===== src/rtl/br_pkg.sv =====
package br_pkg;

    localparam int INSTR_W = 16;

    typedef enum logic [3:0] {
        CND_NONE   = 4'h0,
        CND_ALWAYS = 4'h1,
        CND_NE     = 4'h2,
        CND_EQ     = 4'h3,
        CND_GE     = 4'h4,
        CND_LT     = 4'h5,
        CND_GT     = 4'h6,
        CND_LE     = 4'h7,
        CND_PL     = 4'h8,
        CND_MI     = 4'h9,
        CND_HI     = 4'hA,
        CND_LOS    = 4'hB,
        CND_VC     = 4'hC,
        CND_VS     = 4'hD,
        CND_CC     = 4'hE,
        CND_CS     = 4'hF
    } cond_e;

    typedef struct packed {
        logic       is_branch;
        logic       is_loop;
        cond_e      cond;
        logic [7:0] disp;
        logic [5:0] count;
        logic [2:0] reg_idx;
    } dec_t;

endpackage


===== src/rtl/br_decode.sv =====
module br_decode
    import br_pkg::*;
(
    input  logic [INSTR_W-1:0] instr_i,
    output dec_t               dec_o
);
    logic [3:0] code;

    always_comb begin
        code = {instr_i[15], instr_i[10:8]};
        dec_o = '0;
        dec_o.disp    = instr_i[7:0];
        dec_o.count   = instr_i[5:0];
        dec_o.reg_idx = instr_i[8:6];
        // branch class
        if (instr_i[14:11] == 4'b0000 && code != 4'h0) begin
            dec_o.is_branch = 1'b1;
            dec_o.cond      = cond_e'(code);
        end
        // loop class
        if (instr_i[15:9] == 7'b0111111) begin
            dec_o.is_loop = 1'b1;
        end
    end
endmodule


===== src/rtl/br_cond_eval.sv =====
module br_cond_eval
    import br_pkg::*;
(
    input  cond_e      cond_i,
    input  logic [3:0] flags_i,
    output logic       pass_o
);
    logic c, v, z, n, sx;

    always_comb begin
        c  = flags_i[0];
        v  = flags_i[1];
        z  = flags_i[2];
        n  = flags_i[3];
        sx = n ^ v;
        unique case (cond_i)
            CND_ALWAYS: pass_o = 1'b1;
            CND_NE:     pass_o = ~z;
            CND_EQ:     pass_o = z;
            CND_GE:     pass_o = ~sx;
            CND_LT:     pass_o = sx;
            CND_GT:     pass_o = ~(z | sx);
            CND_LE:     pass_o = z | sx;
            CND_PL:     pass_o = ~n;
            CND_MI:     pass_o = n;
            CND_HI:     pass_o = ~(c | z);
            CND_LOS:    pass_o = c | z;
            CND_VC:     pass_o = ~v;
            CND_VS:     pass_o = v;
            CND_CC:     pass_o = ~c;
            CND_CS:     pass_o = c;
            default:    pass_o = 1'b0;
        endcase
    end
endmodule


===== src/rtl/br_target.sv =====
module br_target #(
    parameter int DATA_W = 16
) (
    input  logic [DATA_W-1:0] pc_i,
    input  logic [7:0]        disp_i,
    input  logic [5:0]        count_i,
    output logic [DATA_W-1:0] fwd_pc_o,
    output logic [DATA_W-1:0] back_pc_o
);
    localparam int SEXT_W = DATA_W - 9;
    localparam int ZEXT_W = DATA_W - 7;

    logic [DATA_W-1:0] disp_bytes;
    logic [DATA_W-1:0] count_bytes;

    always_comb begin
        disp_bytes  = {{SEXT_W{disp_i[7]}}, disp_i, 1'b0};
        count_bytes = {{ZEXT_W{1'b0}}, count_i, 1'b0};
        fwd_pc_o    = pc_i + disp_bytes;
        back_pc_o   = pc_i - count_bytes;
    end
endmodule


===== src/rtl/br_decide_unit.sv =====
module br_decide_unit
    import br_pkg::*;
#(
    parameter int DATA_W = 16
) (
    input  logic [INSTR_W-1:0] instr_i,
    input  logic [DATA_W-1:0]  pc_i,
    input  logic [3:0]         flags_i,
    input  logic [DATA_W-1:0]  reg_val_i,
    output logic [2:0]         reg_sel_o,
    output logic               taken_o,
    output logic [DATA_W-1:0]  next_pc_o,
    output logic               wb_en_o,
    output logic [DATA_W-1:0]  wb_val_o,
    output logic               unknown_o
);
    localparam logic [DATA_W-1:0] ONE = {{(DATA_W-1){1'b0}}, 1'b1};

    dec_t              dec;
    logic              cond_pass;
    logic [DATA_W-1:0] fwd_pc;
    logic [DATA_W-1:0] back_pc;
    logic [DATA_W-1:0] dec_val;

    br_decode u_decode (
        .instr_i (instr_i),
        .dec_o   (dec)
    );

    br_cond_eval u_cond (
        .cond_i  (dec.cond),
        .flags_i (flags_i),
        .pass_o  (cond_pass)
    );

    br_target #(.DATA_W(DATA_W)) u_target (
        .pc_i      (pc_i),
        .disp_i    (dec.disp),
        .count_i   (dec.count),
        .fwd_pc_o  (fwd_pc),
        .back_pc_o (back_pc)
    );

    always_comb begin
        dec_val   = reg_val_i - ONE;
        reg_sel_o = dec.reg_idx;
        unknown_o = ~(dec.is_branch | dec.is_loop);
        wb_en_o   = dec.is_loop;
        wb_val_o  = dec.is_loop ? dec_val : '0;
        taken_o   = 1'b0;
        next_pc_o = pc_i;
        if (dec.is_branch && cond_pass) begin
            taken_o   = 1'b1;
            next_pc_o = fwd_pc;
        end else if (dec.is_loop && dec_val != '0) begin
            taken_o   = 1'b1;
            next_pc_o = back_pc;
        end
    end

    // Checks across the decoder, evaluator and datapath
    always_comb begin
        a_r1_class_exclusive: assert ($onehot({dec.is_branch, dec.is_loop, unknown_o}))
            else $error("R1 class overlap");
        a_r3_always_taken: assert (!(dec.is_branch && dec.cond == CND_ALWAYS) || taken_o)
            else $error("R3 unconditional branch not taken");
        a_r7_wb_only_loop: assert (wb_en_o == dec.is_loop)
            else $error("R7 write-back strobe mismatch");
        a_r8_loop_nonzero: assert (!dec.is_loop || (taken_o == (wb_val_o != '0)))
            else $error("R8 loop decision mismatch");
        a_r9_unknown_quiet: assert (!unknown_o || (!taken_o && !wb_en_o && next_pc_o == pc_i))
            else $error("R9 unhandled word had effect");
        a_r2_not_taken_hold: assert (taken_o || next_pc_o == pc_i)
            else $error("R2 pc moved without a taken branch");
    end
endmodule


===== config.mk =====
export PLATFORM = sky130hd
export DESIGN_NAME = br_decide_unit
export DESIGN_NICKNAME = d
export VERILOG_FILES = /design/src/rtl/br_pkg.sv /design/src/rtl/br_decode.sv /design/src/rtl/br_cond_eval.sv /design/src/rtl/br_target.sv /design/src/rtl/br_decide_unit.sv
export SDC_FILE = /design/constraint.sdc
export NUM_CORES = 1
export LEC_CHECK = 0
export CAP_MARGIN = 20
export CORE_ASPECT_RATIO = 1.25
export CORE_MARGIN = 2
export CORE_UTILIZATION = 50
export DETAILED_ROUTE_END_ITERATION = 6
export DONT_BUFFER_PORTS = 1
export PLACE_DENSITY = 0.77
export SLEW_MARGIN = 10
export SYNTH_ARGS = -nofsm -noshare
export SYNTH_HDL_FRONTEND = slang
export SYNTH_HIERARCHICAL = 1
export SYNTH_SLANG_ARGS = --single-unit

===== constraint.sdc =====
create_clock -name vclk -period 2.9
set_input_delay 0.435 -clock vclk [all_inputs]
set_output_delay 0.435 -clock vclk [all_outputs]
set_load 0.005 [all_outputs]

* Yosys cells after proc, flatten, opt, wreduce, memory -nomap -nowiden *
Cells that the tools add are included.

storage, ports and cells
  flip-flop bits (word level) = 0
  latch bits = 0
  bits in writable memories = 0
  bits in read-only memories = 0
  input bits = 52
  output and inout port bits = 38
  word-level logic and storage cells = 46
  memories = 0

operators by class
  $add $sub $neg = 3
  multipliers = 0
  div/mod/pow operators = 0
  $lt $le $gt $ge = 0
  equal/unequal tests = 16
  shifts and indexed selects = 0
  muxes and demuxes = 9
  bitwise gates (word level) = 12
  reduce and logical (&&, ||, !) cells = 6

operators with widths
  cell                                                 count
  2-to-1 mux 16 bit                                    3
  == test 4 bit (second input constant)                8
  adder 16 bit                                         1
  == test 4 x 3 -> 1 bit (second input constant)       4
  nonzero test 16 bit                                  1
  subtractor 16 x 1 -> 16 bit (second input constant)  1
  subtractor 16 x 7 -> 16 bit                          1
  one-hot mux 1 bit (15 select lines)                  1
  == test 4 x 2 -> 1 bit (second input constant)       2
  inverter 1 bit                                       8
  == test 7 x 6 -> 1 bit (second input constant)       1
  == test 4 x 1 -> 1 bit (second input constant)       1
  logical NOT 4 bit                                    1
  2-to-1 mux 1 bit                                     4
  2-to-1 mux 4 bit                                     1
  nonzero test 4 bit                                   1
  logical AND 1 bit                                    3
  bitwise OR 1 bit                                     3
  bitwise XOR 1 bit                                    1

* Logic depth before layout (Yosys ltp) *
  depth after elaboration = 7
  mapped depth = 10

* Modules after synthesis *
Netlist, hierarchy kept.

by module, submodules not included
  module          times used  cells an instance  area each (µm²)
  br_target       1           140                1012.2
  br_decide_unit  1           131                832.0
  br_decode       1           26                 209.0
  br_cond_eval    1           9                  78.8

* Least setup slack after synthesis *
Ideal clock, no wire load.

  path type = in2out
  start point = in instr_i[11]
  end point = out next_pc_o[10]
  data arrival time = 2.392 ns
  data required time = 2.465 ns
  path slack = 0.073 ns
  stages = 10
  buffers on the path = 1
  cell sequence = nor4_4 > and2_2 > mux2_4 > a221o_1 > mux2i_1 > xor2_1 > nand2_1 > clkbuf_1 > nor2_1 > a21oi_1

RTL lines
  what         RTL line              text
  from (decl)  br_decide_unit.sv:6   input logic [INSTR_W-1:0] instr_i,
  to (decl)    br_decide_unit.sv:12  output logic [DATA_W-1:0] next_pc_o,

* Worst setup path in the final report *
  start point = in reg_val_i[1]
  end point = out next_pc_o[0]

between the ends
  longest elaborated chain between the ends = 5

ends and longest elaborated chain
  what                         RTL line              text
  from (decl)                  br_decide_unit.sv:9   input logic [DATA_W-1:0] reg_val_i,
  subtractor 16 x 1 -> 16 bit  br_decide_unit.sv:45  dec_val = reg_val_i - ONE;
  nonzero test 16 bit          br_decide_unit.sv:55  end else if (dec.is_loop && dec_val != '0) begin
  logical AND 1 bit            br_decide_unit.sv:55
  2-to-1 mux 16 bit            br_decide_unit.sv:55
  2-to-1 mux 16 bit            br_decide_unit.sv:52  if (dec.is_branch && cond_pass) begin

Every way passes these cells.

==> reports/results.md <==
| Parameter | Value |
| --- | --- |
| Worst min-delay path class | primary input to primary output |
| Max-Cap Viols | 0 |
| Estimated wirelength of the detail-placed design | 4110 µm |
| Count of clock-net buffers in the final layout | 0 |
| Hold Path Origin | instr_i[6] |
| Maximum ir drop on the vdd rail | 0.0000700 V |
| Kind of start point of the critical path | primary input |
| All-Layer GR Usage | 19.6% |
| Crit path kind | primary input to primary output |
| Type of element capturing the critical path | primary output |
| Leakage power | 0.900 nW |
| Crit path DAT | 2430 ps |
| Final-stage net count | 372 |
| Fraction of the yosys area taken by sequential cells | 0% |
| Syn nets | 382 |
| Period utilisation layout | 98.6% |
| Top cells by area, synth | sky130_fd_sc_hd__ha_1 (13%), sky130_fd_sc_hd__a21oi_1 (9.2%), sky130_fd_sc_hd__xor2_1 (8.6%) |
| Power share of the combinational group | 100.0% |
| Signed area change from the synthesized netlist to the final layout | 7.75% |
| Average cell area after synthesis | 6.97 µm² |
| Weighted congestion at the end of routability-driven global placement | 0.895 |
| Number of antenna violations at the first check in global routing | 0 |
| Switching power | 0.147 mW |
| Number of buffers inserted by hold repair at cts | 0 |
| PD cells | 121 mW/mm² |
| Sw Ratio | 52.7% |
| CP max FO | 8 |
| Post-synthesis cell count | 306 |
| Number of unique standard cell types used by synthesis | 50 |
| Cell area after synthesis | 0.00213 mm² |
| Number of remaining DRC errors | 0 |
| Achievable Freq | 350 MHz |
| Status | completed |
| Worst relative slew slack | 66.1% |
| Sequential cell count | 0 |
| Relative contribution of the clock network to total power | 0% |
| Setup repair after global routing missed its margin | yes |
| Final Hold Vio Count | 0 |
| Row Count | 26 |
| Most used standard cells in the synthesized netlist | sky130_fd_sc_hd__nor2_1 (45), sky130_fd_sc_hd__a21oi_1 (39), sky130_fd_sc_hd__ha_1 (22) |
| Layout cell share with drive strength beyond 1 | 13.9% |
| Total power | 0.279 mW |
| First-iteration detailed-routing DRC count | 79 |
| Number of inserted diodes | 0 |
| Placeable core region | 0.00410 mm² |
| Ports | 90 |
| Vias in the first global route | 1921 |
| Setup violation total in the final timing report | 0 |
| Worst hold path endpoint | reg_sel_o[0] |
| Via density per instance | 5.87 |
| Average detailed-routed wire length per instance | 14.8 µm |
| First-pass GRT wire length | 8290 µm |
| Cell internal pwr | 0.132 mW |
| Die width | 62.4 µm |
| Final critical path time including I/O delays and setup | 2860 ps |
| Area of all placed cells without fillers | 0.00230 mm² |
| Die ar. | 0.00481 mm² |
| Library cell with the largest summed area after synthesis | sky130_fd_sc_hd__ha_1 |
| Worst Max-Slew Pin Slew | 504 ps |
| Height of the die | 77.0 µm |
| Top-area cell type share of the netlist area | 12.9% |
| Critical path data required time | 2470 ps |
| Port-buffer cells | 0 |
| Global route total overflow | 0 |
| Total area of sequential cells | 0 µm² |
| Number of synthesis warnings | 6 |
| Cell area after placement | 0.00210 mm² |
| Max-slew violation count | 0 |
| First-pass detailed-route iteration total | 4 |
| Post-DRT Antenna Nets | 0 |
| Initial cell density of the core | 52.0% |
| Pin count of the biggest net entering global routing | 22 |
| Portion of total power attributed to sequential cells | 0% |
| Final Hold Slack | 870 ps |
| DR vias | 2056 |
| Final Routed Wirelength | 5200 µm |
| Most common cell in the netlist | sky130_fd_sc_hd__nor2_1 |
| Number of cells traversed by the worst hold path | 0 |
==> power groups by stage <==
stage | clock (mW) | combinational, mW | sequential, mW
CTS | 0 | 0.261 | 0
finish | 0 | 0.279 | 0
floorplan | 0 | 0.240 | 0
global route | 0 | 0.312 | 0
detailed placement | 0 | 0.259 | 0
global placement | 0 | 0.256 | 0
==> critical path: stages <==
cell and delay [ps]:
sky130_fd_sc_hd__clkinv_16 30, sky130_fd_sc_hd__ha_4 120, sky130_fd_sc_hd__or4b_4 480, sky130_fd_sc_hd__nand4bb_4 280, sky130_fd_sc_hd__xor2_4 220, sky130_fd_sc_hd__a41oi_4 340
sky130_fd_sc_hd__clkbuf_16 240, sky130_fd_sc_hd__mux2i_1 190, sky130_fd_sc_hd__a21oi_1 100
==> what timing repair did <==
item	4_1_cts	5_1_grt
gates resized for setup	0	24
buffers inserted	0	5
endpoints found under the setup margin	0	16
==> how the worst max path moves through the flow <==
stage	start	to	slack [ps]
5_1_grt	reg_val_i[0]	next_pc_o[5]	-50
2_1_floorplan	instr_i[11]	next_pc_o[10]	70
3_5_place_dp	pc_i[1]	next_pc_o[15]	40
4_1_cts	instr_i[11]	next_pc_o[15]	20
3_3_place_gp	instr_i[11]	next_pc_o[15]	50
6_report	reg_val_i[1]	next_pc_o[0]	40
==> stage by stage <==
| step | cells | util (%) | setup TNS (ps) | setup slack [ps] |
|---|---|---|---|---|
| finish | 350 | 56.0 | 0 | 40.0 |
| global route | 350 | 56.0 | -449 | -51.3 |
| CTS | 343 | 51.1 | 0 | 17.6 |
| detailed placement | 343 | 51.1 | 0 | 35.0 |
| global placement | 343 | 51.1 | 0 | 54.9 |
| floorplan | 306 | - | 0 | 73.1 |
==> kinds of logic after synthesis <==
family / share of synthesized area [%]
AND/OR/NAND/NOR: 28.2
AO/OA/AOI/OAI: 19.8
buffers and inverters: 12.4
XOR/XNOR: 15.6
adder cells (fa/ha/maj): 14.8
multiplexers: 9.15
==> cells in the final DEF, fill, tap and decap left out, types with 9 or more instances in the layout <==
cell type and instances:
sky130_fd_sc_hd__nor2_1 45, sky130_fd_sc_hd__a21oi_1 37, sky130_fd_sc_hd__inv_1 14, sky130_fd_sc_hd__mux2i_1 17
sky130_fd_sc_hd__buf_4 10, sky130_fd_sc_hd__xor2_1 20, sky130_fd_sc_hd__o21ai_0 10, sky130_fd_sc_hd__nand3_1 9
sky130_fd_sc_hd__ha_1 21, sky130_fd_sc_hd__xnor2_1 17, sky130_fd_sc_hd__nand2_1 15
==> final cells by class <==
cell class | instances | area [µm²]
Fill cell | 411 | 1800
Tap cell | 56 | 70.1
Multi-Input combinational cell | 263 | 1950
Timing Repair Buffer | 15 | 185
Inverter | 16 | 91.3
==> layer usage <==
layer / GRT usage [%] / vias to the layer above / wire length [µm]
li1: - / 1043 / -
met1: 24.5 / 942 / 2150
met2: 36.7 / 67 / 2720
met3: 2.05 / 4 / 287
met4: 2.00 / 0 / 38
met5: 0 / - / 0
Note: power is estimated with default switching activity, not from simulation.
